**src/rtl/in_wr_pkg.sv**
```systemverilog
package in_wr_pkg;
  localparam int HDR_CNT_W  = 4;
  localparam int HDR_ADDR_W = 3;

  typedef struct packed {
    logic                  tog;
    logic [HDR_ADDR_W-1:0] addr;
    logic [HDR_CNT_W-1:0]  cnt;
  } hdr_t;

  typedef enum logic [1:0] {
    ST_HDR,
    ST_LOAD,
    ST_REG,
    ST_SKIP
  } wr_state_e;
endpackage

```
**src/rtl/in_wr_hdr_decode.sv**
```systemverilog
module in_wr_hdr_decode
  import in_wr_pkg::*;
#(
  parameter int NUM_FIFOS = 3,
  parameter int DEPTH     = 8,
  parameter int REG_IDX_W = 3
) (
  input  logic [7:0]           byte_i,
  output logic                 tog_o,
  output logic [HDR_CNT_W-1:0] cnt_o,
  output logic                 is_fifo_o,
  output logic [NUM_FIFOS-1:0] fifo_sel_o,
  output logic [REG_IDX_W-1:0] reg_idx_o,
  output logic                 cnt_bad_o,
  output logic                 cnt_zero_o
);
  hdr_t hdr;
  logic [HDR_ADDR_W-1:0] reg_off;

  assign hdr        = hdr_t'(byte_i);
  assign tog_o      = hdr.tog;
  assign cnt_o      = hdr.cnt;
  assign is_fifo_o  = int'(hdr.addr) < NUM_FIFOS;
  assign reg_off    = hdr.addr - HDR_ADDR_W'(NUM_FIFOS);
  assign reg_idx_o  = REG_IDX_W'(reg_off);
  // count range only matters for FIFO destinations
  assign cnt_bad_o  = is_fifo_o && (int'(hdr.cnt) > DEPTH);
  assign cnt_zero_o = (hdr.cnt == '0);

  for (genvar g = 0; g < NUM_FIFOS; g++) begin : g_sel
    assign fifo_sel_o[g] = (hdr.addr == HDR_ADDR_W'(g));
  end
endmodule

```
**src/rtl/in_wr_fifo_slot.sv**
```systemverilog
module in_wr_fifo_slot #(
  parameter int DEPTH = 8,
  localparam int IDX_W = $clog2(DEPTH),
  localparam int LEN_W = $clog2(DEPTH + 1)
) (
  input  logic               clk_i,
  input  logic               rst_ni,
  input  logic               start_i,
  input  logic               start_tog_i,
  input  logic [LEN_W-1:0]   start_len_i,
  input  logic               wr_i,
  input  logic [IDX_W-1:0]   wr_idx_i,
  input  logic [7:0]         wr_byte_i,
  input  logic               seal_i,
  input  logic               ack_i,
  input  logic               flush_i,
  output logic               blocked_o,
  output logic               tog_o,
  output logic [LEN_W-1:0]   len_o,
  output logic [DEPTH*8-1:0] data_o
);
  logic [DEPTH-1:0][7:0] mem_q;
  logic                  blocked_q, tog_q;
  logic [LEN_W-1:0]      len_q;

  always_ff @(posedge clk_i or negedge rst_ni) begin
    if (!rst_ni) begin
      blocked_q <= 1'b0;
      tog_q     <= 1'b0;
      len_q     <= '0;
    end else if (flush_i) begin
      blocked_q <= 1'b0;
      tog_q     <= 1'b0;
      len_q     <= '0;
    end else begin
      if (start_i) begin
        tog_q <= start_tog_i;
        len_q <= start_len_i;
      end
      if (seal_i)                blocked_q <= 1'b1;
      else if (ack_i && blocked_q) blocked_q <= 1'b0;
    end
  end

  always_ff @(posedge clk_i or negedge rst_ni) begin
    if (!rst_ni)   mem_q <= '0;
    else if (wr_i) mem_q[wr_idx_i] <= wr_byte_i;
  end

  assign blocked_o = blocked_q;
  assign tog_o     = tog_q;
  assign len_o     = len_q;
  assign data_o    = mem_q;


  no_write_when_blocked_chk: assert property (@(posedge clk_i) disable iff (!rst_ni)
    blocked_q |-> !(wr_i || start_i || seal_i));

  ack_release_chk: assert property (@(posedge clk_i) disable iff (!rst_ni)
    (blocked_q && ack_i && !flush_i) |=> !blocked_o);

  flush_clears_chk: assert property (@(posedge clk_i) disable iff (!rst_ni)
    flush_i |=> (!blocked_o && len_o == '0 && !tog_o));
endmodule

```
**src/rtl/in_wr_reg_bank.sv**
```systemverilog
module in_wr_reg_bank #(
  parameter int NUM_REGS  = 5,
  parameter int REG_IDX_W = 3
) (
  input  logic                  clk_i,
  input  logic                  rst_ni,
  input  logic                  wr_i,
  input  logic [REG_IDX_W-1:0]  idx_i,
  input  logic [7:0]            data_i,
  input  logic                  clr_stall_i,
  output logic [NUM_REGS*8-1:0] regs_o
);
  logic [NUM_REGS-1:0][7:0] regs_q;

  for (genvar k = 0; k < NUM_REGS; k++) begin : g_reg
    logic hit;
    assign hit = wr_i && (idx_i == REG_IDX_W'(k));
    if (k == 0) begin : g_stall
      always_ff @(posedge clk_i or negedge rst_ni) begin
        if (!rst_ni) regs_q[k] <= '0;
        else begin
          if (hit) regs_q[k] <= clr_stall_i ? {data_i[7:2], 2'b00} : data_i;
          else if (clr_stall_i) regs_q[k][1:0] <= 2'b00;
        end
      end
    end else begin : g_plain
      always_ff @(posedge clk_i or negedge rst_ni) begin
        if (!rst_ni)  regs_q[k] <= '0;
        else if (hit) regs_q[k] <= data_i;
      end
    end
  end

  assign regs_o = regs_q;


  stall_clear_chk: assert property (@(posedge clk_i) disable iff (!rst_ni)
    clr_stall_i |=> (regs_o[1:0] == 2'b00));
endmodule

```
**src/rtl/in_wr_decoder.sv**
```systemverilog
module in_wr_decoder
  import in_wr_pkg::*;
#(
  parameter int NUM_FIFOS = 3,
  parameter int DEPTH     = 8,
  localparam int LEN_W    = $clog2(DEPTH + 1),
  localparam int NUM_REGS = 8 - NUM_FIFOS
) (
  input  logic                           clk_i,
  input  logic                           rst_ni,
  input  logic                           byte_valid_i,
  input  logic [7:0]                     byte_i,
  input  logic [NUM_FIFOS-1:0]           ack_i,
  input  logic                           setup_i,
  output logic [NUM_FIFOS-1:0]           fifo_blocked_o,
  output logic [NUM_FIFOS-1:0]           fifo_toggle_o,
  output logic [NUM_FIFOS*LEN_W-1:0]     fifo_len_o,
  output logic [NUM_FIFOS*DEPTH*8-1:0]   fifo_data_o,
  output logic [NUM_REGS*8-1:0]          regs_o,
  output logic                           count_err_o,
  output logic                           overrun_o
);
  localparam int IDX_W     = $clog2(DEPTH);
  localparam int FIFO_W    = (NUM_FIFOS > 1) ? $clog2(NUM_FIFOS) : 1;
  localparam int REG_IDX_W = (NUM_REGS > 1) ? $clog2(NUM_REGS) : 1;

  wr_state_e              state_q, state_d;
  logic [HDR_CNT_W-1:0]   cnt_q, cnt_d;
  logic [IDX_W-1:0]       ptr_q, ptr_d;
  logic [FIFO_W-1:0]      dst_q, dst_d;
  logic [REG_IDX_W-1:0]   ridx_q, ridx_d;
  logic                   setup_q, setup_rise;
  logic                   err_q, ovr_q;

  logic                   h_tog, h_fifo, h_bad, h_zero;
  logic [HDR_CNT_W-1:0]   h_cnt;
  logic [NUM_FIFOS-1:0]   h_sel;
  logic [REG_IDX_W-1:0]   h_ridx;
  logic [FIFO_W-1:0]      h_fidx;

  logic hdr_take, sel_blocked, start_ok, load_wr, last_byte, reg_wr;

  in_wr_hdr_decode #(
    .NUM_FIFOS(NUM_FIFOS), .DEPTH(DEPTH), .REG_IDX_W(REG_IDX_W)
  ) u_hdr (
    .byte_i    (byte_i),
    .tog_o     (h_tog),
    .cnt_o     (h_cnt),
    .is_fifo_o (h_fifo),
    .fifo_sel_o(h_sel),
    .reg_idx_o (h_ridx),
    .cnt_bad_o (h_bad),
    .cnt_zero_o(h_zero)
  );

  assign h_fidx      = FIFO_W'(byte_i[6:4]);
  assign setup_rise  = setup_i && !setup_q;
  assign hdr_take    = byte_valid_i && (state_q == ST_HDR);
  assign sel_blocked = |(h_sel & fifo_blocked_o);
  assign start_ok    = hdr_take && h_fifo && !h_bad && !sel_blocked;
  assign load_wr     = byte_valid_i && (state_q == ST_LOAD);
  assign last_byte   = (cnt_q == HDR_CNT_W'(1));
  assign reg_wr      = byte_valid_i && (state_q == ST_REG);

  always_comb begin
    state_d = state_q;
    cnt_d   = cnt_q;
    ptr_d   = ptr_q;
    dst_d   = dst_q;
    ridx_d  = ridx_q;
    if (byte_valid_i) begin
      unique case (state_q)
        ST_HDR: begin
          if (!h_fifo) begin
            state_d = ST_REG;
            ridx_d  = h_ridx;
          end else if (!h_bad && !h_zero) begin
            state_d = sel_blocked ? ST_SKIP : ST_LOAD;
            cnt_d   = h_cnt;
            ptr_d   = '0;
            dst_d   = h_fidx;
          end
        end
        ST_LOAD: begin
          cnt_d = cnt_q - 1'b1;
          ptr_d = ptr_q + 1'b1;
          if (last_byte) state_d = ST_HDR;
        end
        ST_SKIP: begin
          cnt_d = cnt_q - 1'b1;
          if (last_byte) state_d = ST_HDR;
        end
        default: state_d = ST_HDR;
      endcase
    end
    // flush abandons a load; drain the rest of it
    if (setup_rise && state_d == ST_LOAD) state_d = ST_SKIP;
  end

  always_ff @(posedge clk_i or negedge rst_ni) begin
    if (!rst_ni) begin
      state_q <= ST_HDR;
      cnt_q   <= '0;
      ptr_q   <= '0;
      dst_q   <= '0;
      ridx_q  <= '0;
      setup_q <= 1'b0;
      err_q   <= 1'b0;
      ovr_q   <= 1'b0;
    end else begin
      state_q <= state_d;
      cnt_q   <= cnt_d;
      ptr_q   <= ptr_d;
      dst_q   <= dst_d;
      ridx_q  <= ridx_d;
      setup_q <= setup_i;
      err_q   <= hdr_take && h_bad;
      ovr_q   <= hdr_take && h_fifo && !h_bad && sel_blocked;
    end
  end

  for (genvar g = 0; g < NUM_FIFOS; g++) begin : g_fifo
    logic here_hdr, here_load;
    assign here_hdr  = start_ok && h_sel[g];
    assign here_load = load_wr && (dst_q == FIFO_W'(g));

    in_wr_fifo_slot #(.DEPTH(DEPTH)) u_slot (
      .clk_i      (clk_i),
      .rst_ni     (rst_ni),
      .start_i    (here_hdr),
      .start_tog_i(h_tog),
      .start_len_i(LEN_W'(h_cnt)),
      .wr_i       (here_load),
      .wr_idx_i   (ptr_q),
      .wr_byte_i  (byte_i),
      .seal_i     ((here_hdr && h_zero) || (here_load && last_byte)),
      .ack_i      (ack_i[g]),
      .flush_i    (setup_rise),
      .blocked_o  (fifo_blocked_o[g]),
      .tog_o      (fifo_toggle_o[g]),
      .len_o      (fifo_len_o[g*LEN_W +: LEN_W]),
      .data_o     (fifo_data_o[g*DEPTH*8 +: DEPTH*8])
    );
  end

  in_wr_reg_bank #(.NUM_REGS(NUM_REGS), .REG_IDX_W(REG_IDX_W)) u_regs (
    .clk_i      (clk_i),
    .rst_ni     (rst_ni),
    .wr_i       (reg_wr),
    .idx_i      (ridx_q),
    .data_i     (byte_i),
    .clr_stall_i(setup_rise),
    .regs_o     (regs_o)
  );

  assign count_err_o = err_q;
  assign overrun_o   = ovr_q;


  count_err_src_chk: assert property (@(posedge clk_i) disable iff (!rst_ni)
    count_err_o |-> ($past(byte_valid_i) && int'($past(byte_i[3:0])) > DEPTH));

  overrun_src_chk: assert property (@(posedge clk_i) disable iff (!rst_ni)
    overrun_o |-> ($past(fifo_blocked_o) != '0));

  no_dual_flag_chk: assert property (@(posedge clk_i) disable iff (!rst_ni)
    !(count_err_o && overrun_o));
endmodule

```
**config.mk**
```make
export PLATFORM = sky130hd
export DESIGN_NAME = in_wr_decoder
export DESIGN_NICKNAME = d
export VERILOG_FILES = /design/src/rtl/in_wr_pkg.sv /design/src/rtl/in_wr_hdr_decode.sv /design/src/rtl/in_wr_fifo_slot.sv /design/src/rtl/in_wr_reg_bank.sv /design/src/rtl/in_wr_decoder.sv
export SDC_FILE = /design/constraint.sdc
export NUM_CORES = 1
export LEC_CHECK = 0
export ABC_AREA = 1
export ABC_CLOCK_PERIOD_IN_PS = 2900
export BUFFER_PORTS_ARGS = -buffer_cell sky130_fd_sc_hd__clkbuf_2
export CAP_MARGIN = 0
export CORE_MARGIN = 2
export CORE_UTILIZATION = 30
export DETAILED_ROUTE_END_ITERATION = 10
export GPL_ROUTABILITY_DRIVEN = 0
export GPL_TIMING_DRIVEN = 0
export PLACE_DENSITY = 0.5
export SKIP_LAST_GASP = 1
export SYNTH_ARGS = -nofsm -noshare
export SYNTH_HDL_FRONTEND = slang
export SYNTH_SLANG_ARGS = --single-unit
```
**constraint.sdc**
```tcl
create_clock -name clk_i -period 2.9 [get_ports clk_i]
set_clock_uncertainty 0.15 [all_clocks]
set_input_delay 0 -clock clk_i [delete_from_list [all_inputs] [get_ports clk_i]]
set_output_delay 0 -clock clk_i [all_outputs]
set_load 0.05 [all_outputs]
```
==> reports/results.ini, run 1 <==
[setup_path]
crit_fanout = 11
worstPathArrival_ns = 2.91
reg2reg_to = g_fifo[2].u_slot.data_o[31]$_DFFE_PN0P_
crit_required_ns = 3.18
cp-start-kind = input pin
critPathKind = in2reg
cp_slowest_cell = clkbuf_1
r2r_cells = 6
cp_cell_sequence = dlygate4sd3_1 -> clkbuf_2 -> inv_1 -> clkbuf_1 -> ha_1 -> nand3_1 -> nand3_2 -> nor2_4 -> nand3_1 -> a21oi_1 -> dlygate4sd3_1
r2r_slack_ns = 0.39
cpPeakStageDelay_ns = 0.71
r2r-start = ptr_q[0]$_DFFE_PN0P_
endpoint_kind = flip-flop

[global_route]
grt_max_degree = 110
antenna_found_initial = 1
overflow = 0
grt_usage_pct = 18.8
grt_pass1_wl_um = 51700
grt_pass1_vias = 8256

[cts]
clk_latency_ns = 0.56
htreeDepth = 1
cts_made_buffers = 30
clk_pin_slew_ns = 0.06
root_buffer = clkbuf_16
cts_resized = 0
cts_tree = built
cts_num_sinks = 267
clockBufferDepth = 3
cts_setup_buffers = 0

[drt]
drtPass1Iterations = 5
via_per_inst = 4.64
num_vias = 8385
post-route-drc-count = 0
wl_per_cell_um = 18.6
ant_nets = 0
drtIter0Drc = 521
routed_wl_um = 33700

[outcome]
status = completed

[power]
powerDensity_nw_per_um2 = 1050
p_leak_nw = 6.80
ir_drop_uv = 613

[floorplan]
fp-row-count = 67
start_util_pct = 30.5
die-area_um2 = 35700
core_area_um2 = 33600
io_pins = 267
dieHeight_um = 189
die_w_um = 189

[synth]
syn-cell-area_um2 = 10300
async_flop_share_pct = 100
ys_seq_area_share_pct = 65.1
syn_avg_cell_area_um2 = 10.1
synth_cell_type_count = 28
synth_edf_count = 0
synth-main-ff-cell = dfrtp_1
synthCells = 1016
ys_warn_count = 0
synth_seq_cells = 267
syn-num-nets = 1038

[sta]
hold_viol = 0
maxSlewHeadroom_pct = 31.5
setup_viol = 0
worst_slack_ns = 0.270
min_period_over_period_pct = 90.7
fmax_mhz = 380
finalSetupTns_ns = 0
tightest_slew_ns = 1.02
rsz0062_at_grt = false
post-route-min-period_ns = 2.63
final_max_slew_viol_count = 0

[finish]
layout_common_cells = nand2_1 (293), dfrtp_1 (267), clkbuf_2 (265)
drive_gt1_share_pct = 26.3
syn2layout_area_growth_pct = 31.7
nNetsFinal = 1359
mostFrequentLayoutCell = nand2_1

[hold_path]
hp-class = in2reg
min-delay-start = byte_i[4]
whs_endpoint = dst_q[0]$_DFFE_PN0P_
holdPathStages = 4

[placement]
numPortBuffers = 266
dpl.hpwl_um = 22800
place_ws_ns = 0.327

[run]
max_cap_violations = 0

==> routing by layer <==
layer	up-vias	share of wire [%]	global-route usage, %
li1	4016	-	-
met3	37	6.9	5.04
met4	0	1.8	3.88
met1	4103	45	25.8
met5	-	0	0
met2	229	46	29.7
==> worst max path at each step <==
stage | slack [ns] | from | endpoint
floorplan | 1.23 | state_q[1]$_DFF_PN0_ | g_fifo[0].u_slot.data_o[14]$_DFFE_PN0P_
global placement | -4.20 | rst_ni | g_fifo[0].u_slot.data_o[11]$_DFFE_PN0P_
detailed placement | 0.33 | ptr_q[1]$_DFFE_PN0P_ | g_fifo[2].u_slot.data_o[31]$_DFFE_PN0P_
CTS | 0.19 | byte_i[4] | g_fifo[0].u_slot.blocked_o$_DFFE_PN0P_
global route | 0.06 | byte_i[5] | g_fifo[1].u_slot.blocked_o$_DFFE_PN0P_
finish | 0.27 | byte_i[5] | g_fifo[1].u_slot.blocked_o$_DFFE_PN0P_
==> worst max-delay path, delay by kind of cell <==
kind,cells,cell delay [ns]
AO/OA/AOI/OAI,1,0.06
AND/OR/NAND/NOR,4,0.42
buffers and inverters,5,2.12
adder cells (fa/ha/maj),1,0.30
==> where the power goes <==
| part | leakage, nW | internal [mW] | total (mW) | switching (mW) |
|---|---|---|---|---|
| logic | 2.65 | 0.995 | 4.94 | 3.94 |
| registers | 3.63 | 4.57 | 5.11 | 0.539 |
| clock network | 0.518 | 2.55 | 4.12 | 1.57 |
| total | 6.80 | 8.11 | 14.2 | 6.05 |
==> synthesized netlist by cell type, types with 2 or more instances <==
master | count | area, um^2
a21oi_1 | 8 | 40.0
a31oi_1 | 4 | 25.0
buf_4 | 6 | 45.0
buf_6 | 24 | 270
clkbuf_1 | 30 | 113
dfrtp_1 | 267 | 6680
ha_1 | 7 | 87.6
inv_1 | 35 | 131
nand2_1 | 293 | 1100
nand3_1 | 33 | 165
nand3_2 | 2 | 20.0
nand4_1 | 5 | 31.3
nor2_1 | 23 | 86.3
nor2_2 | 2 | 12.5
nor3_1 | 8 | 40.0
nor3_4 | 3 | 48.8
o21ai_0 | 242 | 1210
o21ai_1 | 13 | 65.1
xnor2_1 | 2 | 17.5
==> sequential cells by signal, summed over array words and instances (netlist names), 3 cells and up <==
name                     cells
g_fifo.u_slot.len_o         12
g_fifo.u_slot.blocked_o      3
u_regs.regs_o               40
ptr_q                        3
g_fifo.u_slot.data_o       192
cnt_q                        4
ridx_q                       3
g_fifo.u_slot.tog_o          3
==> cell type report <==
class,count,area [um^2]
fillers,3449,20100
flip-flops and latches,267,6680
multi-input cells,651,3010
repair buffers,290,1620
clock buffers,46,891
well taps,448,561
plain buffers,60,429
clock inverters,9,186
inverters,37,139
diodes,1,2.50
==> per-stage QoR <==
stage | hold WS (ns) | std cells | area (um^2) | utilization (%) | power (mW)
floorplan | -0.446 | 1016 | 10300 | - | 8.71
global placement | -0.0239 | 1730 | 12200 | 36.2 | 10.1
detailed placement | -0.0287 | 1732 | 12200 | 36.3 | 10.1
CTS | 0.177 | 1809 | 13500 | 40.2 | 14.3
global route | 0.203 | 1809 | 13500 | 40.2 | 14.9
finish | 0.177 | 1809 | 13500 | 40.2 | 14.2
==> timing repair <==
item / 4_1_cts / 5_1_grt
endpoints found under the hold margin: 205 / 0
hold buffers: 22 / 0
setup endpoints to repair: 0 / 1
==> cells by family after synthesis <==
| logic type | after synthesis | share of synthesized area, % |
|---|---|---|
| simple gates | 372 | 15.0 |
| compound gates | 269 | 13.2 |
| flops | 267 | 65.1 |
| buf+inv | 98 | 5.57 |
| fa+ha+maj | 7 | 0.853 |
| xor+xnor | 3 | 0.256 |
Note: power is estimated with default switching activity, not from simulation.
==> inputs of run 2 (changes only) <==
CELL_PAD_IN_SITES_DETAIL_PLACEMENT = 0   (was unset)
CELL_PAD_IN_SITES_GLOBAL_PLACEMENT = 2   (was unset)
PLACE_DENSITY = unset   (was 0.5)
PLACE_DENSITY_LB_ADDON = 0.1   (was unset)
==> run 2 against run 1 <==
Sequential share of layout area increased by 0.20 points. Clock power decreased by 5.8%. Hold slack improved by 0.015 ns. Worst setup slack improved by 0.015 ns. Maximum frequency increased by 0.58%. Power decreased by 1.7%. Final cell count increased by 0.11%. Clock-buffer cell count decreased by 2. Final area decreased by 0.40%. Critical path depth unchanged. Combinational power about the same. Highest routed layer unchanged. First-iteration DRC count increased by 6.3%.
==> reports/results.ini, run 2 (same netlist as run 1, synthesis figures left out) <==
[outcome]
status = completed

[cts]
cts_num_sinks = 267  ; unchanged
clockBufferDepth = 3  ; unchanged
clk_pin_slew_ns = 0.06  ; about the same
root_buffer = clkbuf_16
clk_latency_ns = 0.55  ; about the same
cts_resized = 0  ; unchanged
cts_made_buffers = 31  ; +3.3%
cts_tree = built
htreeDepth = 1  ; unchanged

[global_route]
overflow = 0  ; unchanged
antenna_found_initial = 1  ; unchanged
grt_pass1_vias = 8030  ; -2.7%
grt_usage_pct = 18.8  ; +0.056 points
grt_max_degree = 99  ; -10%
grt_pass1_wl_um = 51500  ; -0.29%

[placement]
dp_cells = 1732  ; unchanged
dpl.hpwl_um = 22900  ; +0.42%
numPortBuffers = 266  ; unchanged

[finish]
mostFrequentLayoutCell = nand2_1
nNetsFinal = 1361  ; +0.15%
fin_cells = 1811  ; +0.11%
drive_gt1_share_pct = 26.5  ; +0.20 points
layout_common_cells = nand2_1 (293), dfrtp_1 (267), clkbuf_2 (265)
utilization_pct = 40.0  ; -0.16 points
largest_reg_flops = 192  ; unchanged
syn2layout_area_growth_pct = 31.2

[drt]
ant_nets = 0  ; unchanged
drtPass1Iterations = 4  ; -1
routed_wl_um = 33900  ; +0.81%
via_per_inst = 4.56  ; -1.6%
drtIter0Drc = 554  ; +6.3%
num_vias = 8264  ; -1.4%
post-route-drc-count = 0  ; unchanged
wl_per_cell_um = 18.7  ; +0.70%

[sta]
fmax_mhz = 382  ; +0.58%
final_max_slew_viol_count = 0  ; unchanged
min_period_over_period_pct = 90.2  ; -0.52 points
post-route-min-period_ns = 2.61  ; -0.0152 ns
tightest_slew_ns = 0.924  ; -0.0965 ns
setup_viol = 0  ; unchanged
rsz0062_at_grt = false
maxSlewHeadroom_pct = 37.9  ; +6.5 points
hold_viol = 0  ; unchanged

[floorplan]
core_area_um2 = 33600  ; unchanged
fp-row-count = 67  ; unchanged
die-area_um2 = 35700  ; unchanged
die_w_um = 189  ; unchanged
start_util_pct = 30.5  ; unchanged
dieHeight_um = 189  ; unchanged
io_pins = 267  ; unchanged

[setup_path]
worstPathArrival_ns = 2.90  ; about the same
cp-start-kind = input pin
cp_slowest_cell = clkbuf_1
crit_fanout = 11  ; unchanged
crit_required_ns = 3.18  ; about the same
cp_cell_sequence = dlygate4sd3_1 -> clkbuf_2 -> inv_1 -> clkbuf_1 -> ha_1 -> nand3_1 -> nand3_2 -> nor2_4 -> nand3_1 -> a21oi_1 -> dlygate4sd3_1
endpoint_kind = flip-flop
critPathKind = in2reg
r2r_slack_ns = 0.45  ; +0.06 ns
cpPeakStageDelay_ns = 0.67  ; -0.04 ns

[power]
p_total_mw = 13.9  ; -1.7%
p_leak_nw = 6.79  ; about the same
powerDensity_nw_per_um2 = 1030  ; -1.3%
ir_drop_uv = 561  ; -8.6%

[hold_path]
hp-class = in2reg

[run]
max_cap_violations = 0  ; unchanged

run 2: power breakdown:
group | switching, mW | internal [mW]
registers | 0.540 | 4.57
logic | 3.93 | 0.994
clock network | 1.55 | 2.33
total | 6.03 | 7.89
run 2: per-layer routing:
metal	vias to the layer above	global-route usage, %	routed length, um	share of wire (%)
met1	4006	26.5	15800	46
met4	0	4.15	680	2.0
li1	4011	-	-	-
met3	43	4.30	2070	6.1
met2	204	29.6	15400	45
met5	-	0	0	0
run 2: path summary, 6_finish.rpt:
| path | from | end | cells after the start |
|---|---|---|---|
| setup reg to reg | ptr_q[1]$_DFFE_PN0P_ | g_fifo[1].u_slot.data_o[30]$_DFFE_PN0P_ | 6 |
| max in group asynchronous | rst_ni | g_fifo[0].u_slot.data_o[41]$_DFFE_PN0P_ | 5 |
| min in group asynchronous | rst_ni | u_regs.regs_o[12]$_DFFE_PN0P_ | 3 |
| hold / removal | byte_i[4] | dst_q[0]$_DFFE_PN0P_ | 4 |
| setup / recovery | byte_i[4] | g_fifo[1].u_slot.blocked_o$_DFFE_PN0P_ | 11 |
| hold reg to reg | u_regs.regs_o[34]$_DFFE_PN0P_ | u_regs.regs_o[34]$_DFFE_PN0P_ | 2 |
run 2: critical path: cells and delay by family:
kind	cells	cell delay, ns
simple gates	4	0.41
fa+ha+maj	1	0.29
buf+inv	5	2.12
compound gates	1	0.07
run 2: per-stage QoR:
| step | instance area [um^2] | hold slack, ns | setup TNS, ns | setup WS [ns] |
|---|---|---|---|---|
| 2_1_floorplan | 10300 | -0.446 | 0 | 1.23 |
| 3_3_place_gp | 12200 | -0.0214 | -1169.88 | -4.42 |
| 3_5_place_dp | 12200 | -0.0695 | 0 | 0.377 |
| 4_1_cts | 13500 | 0.181 | 0 | 0.263 |
| 5_1_grt | 13500 | 0.249 | 0 | 0.0588 |
| 6_report | 13500 | 0.192 | 0 | 0.285 |
run 2: cell type report:
type,instances,area (um^2)
Antenna cell,2,5.00
Clock inverter,11,113
Inverter,37,139
Fill cell,3501,20200
Sequential cell,267,6680
Timing Repair Buffer,290,1620
Clock buffer,44,905
Multi-Input combinational cell,651,3010
Buffer,61,433
Tap cell,448,561
run 2: timing repair:
action | 4_1_cts | 5_1_grt
hold buffers | 22 | 0
endpoints found under the hold margin | 215 | 0
endpoints found under the setup margin | 0 | 0
buffers inserted | 0 | 0
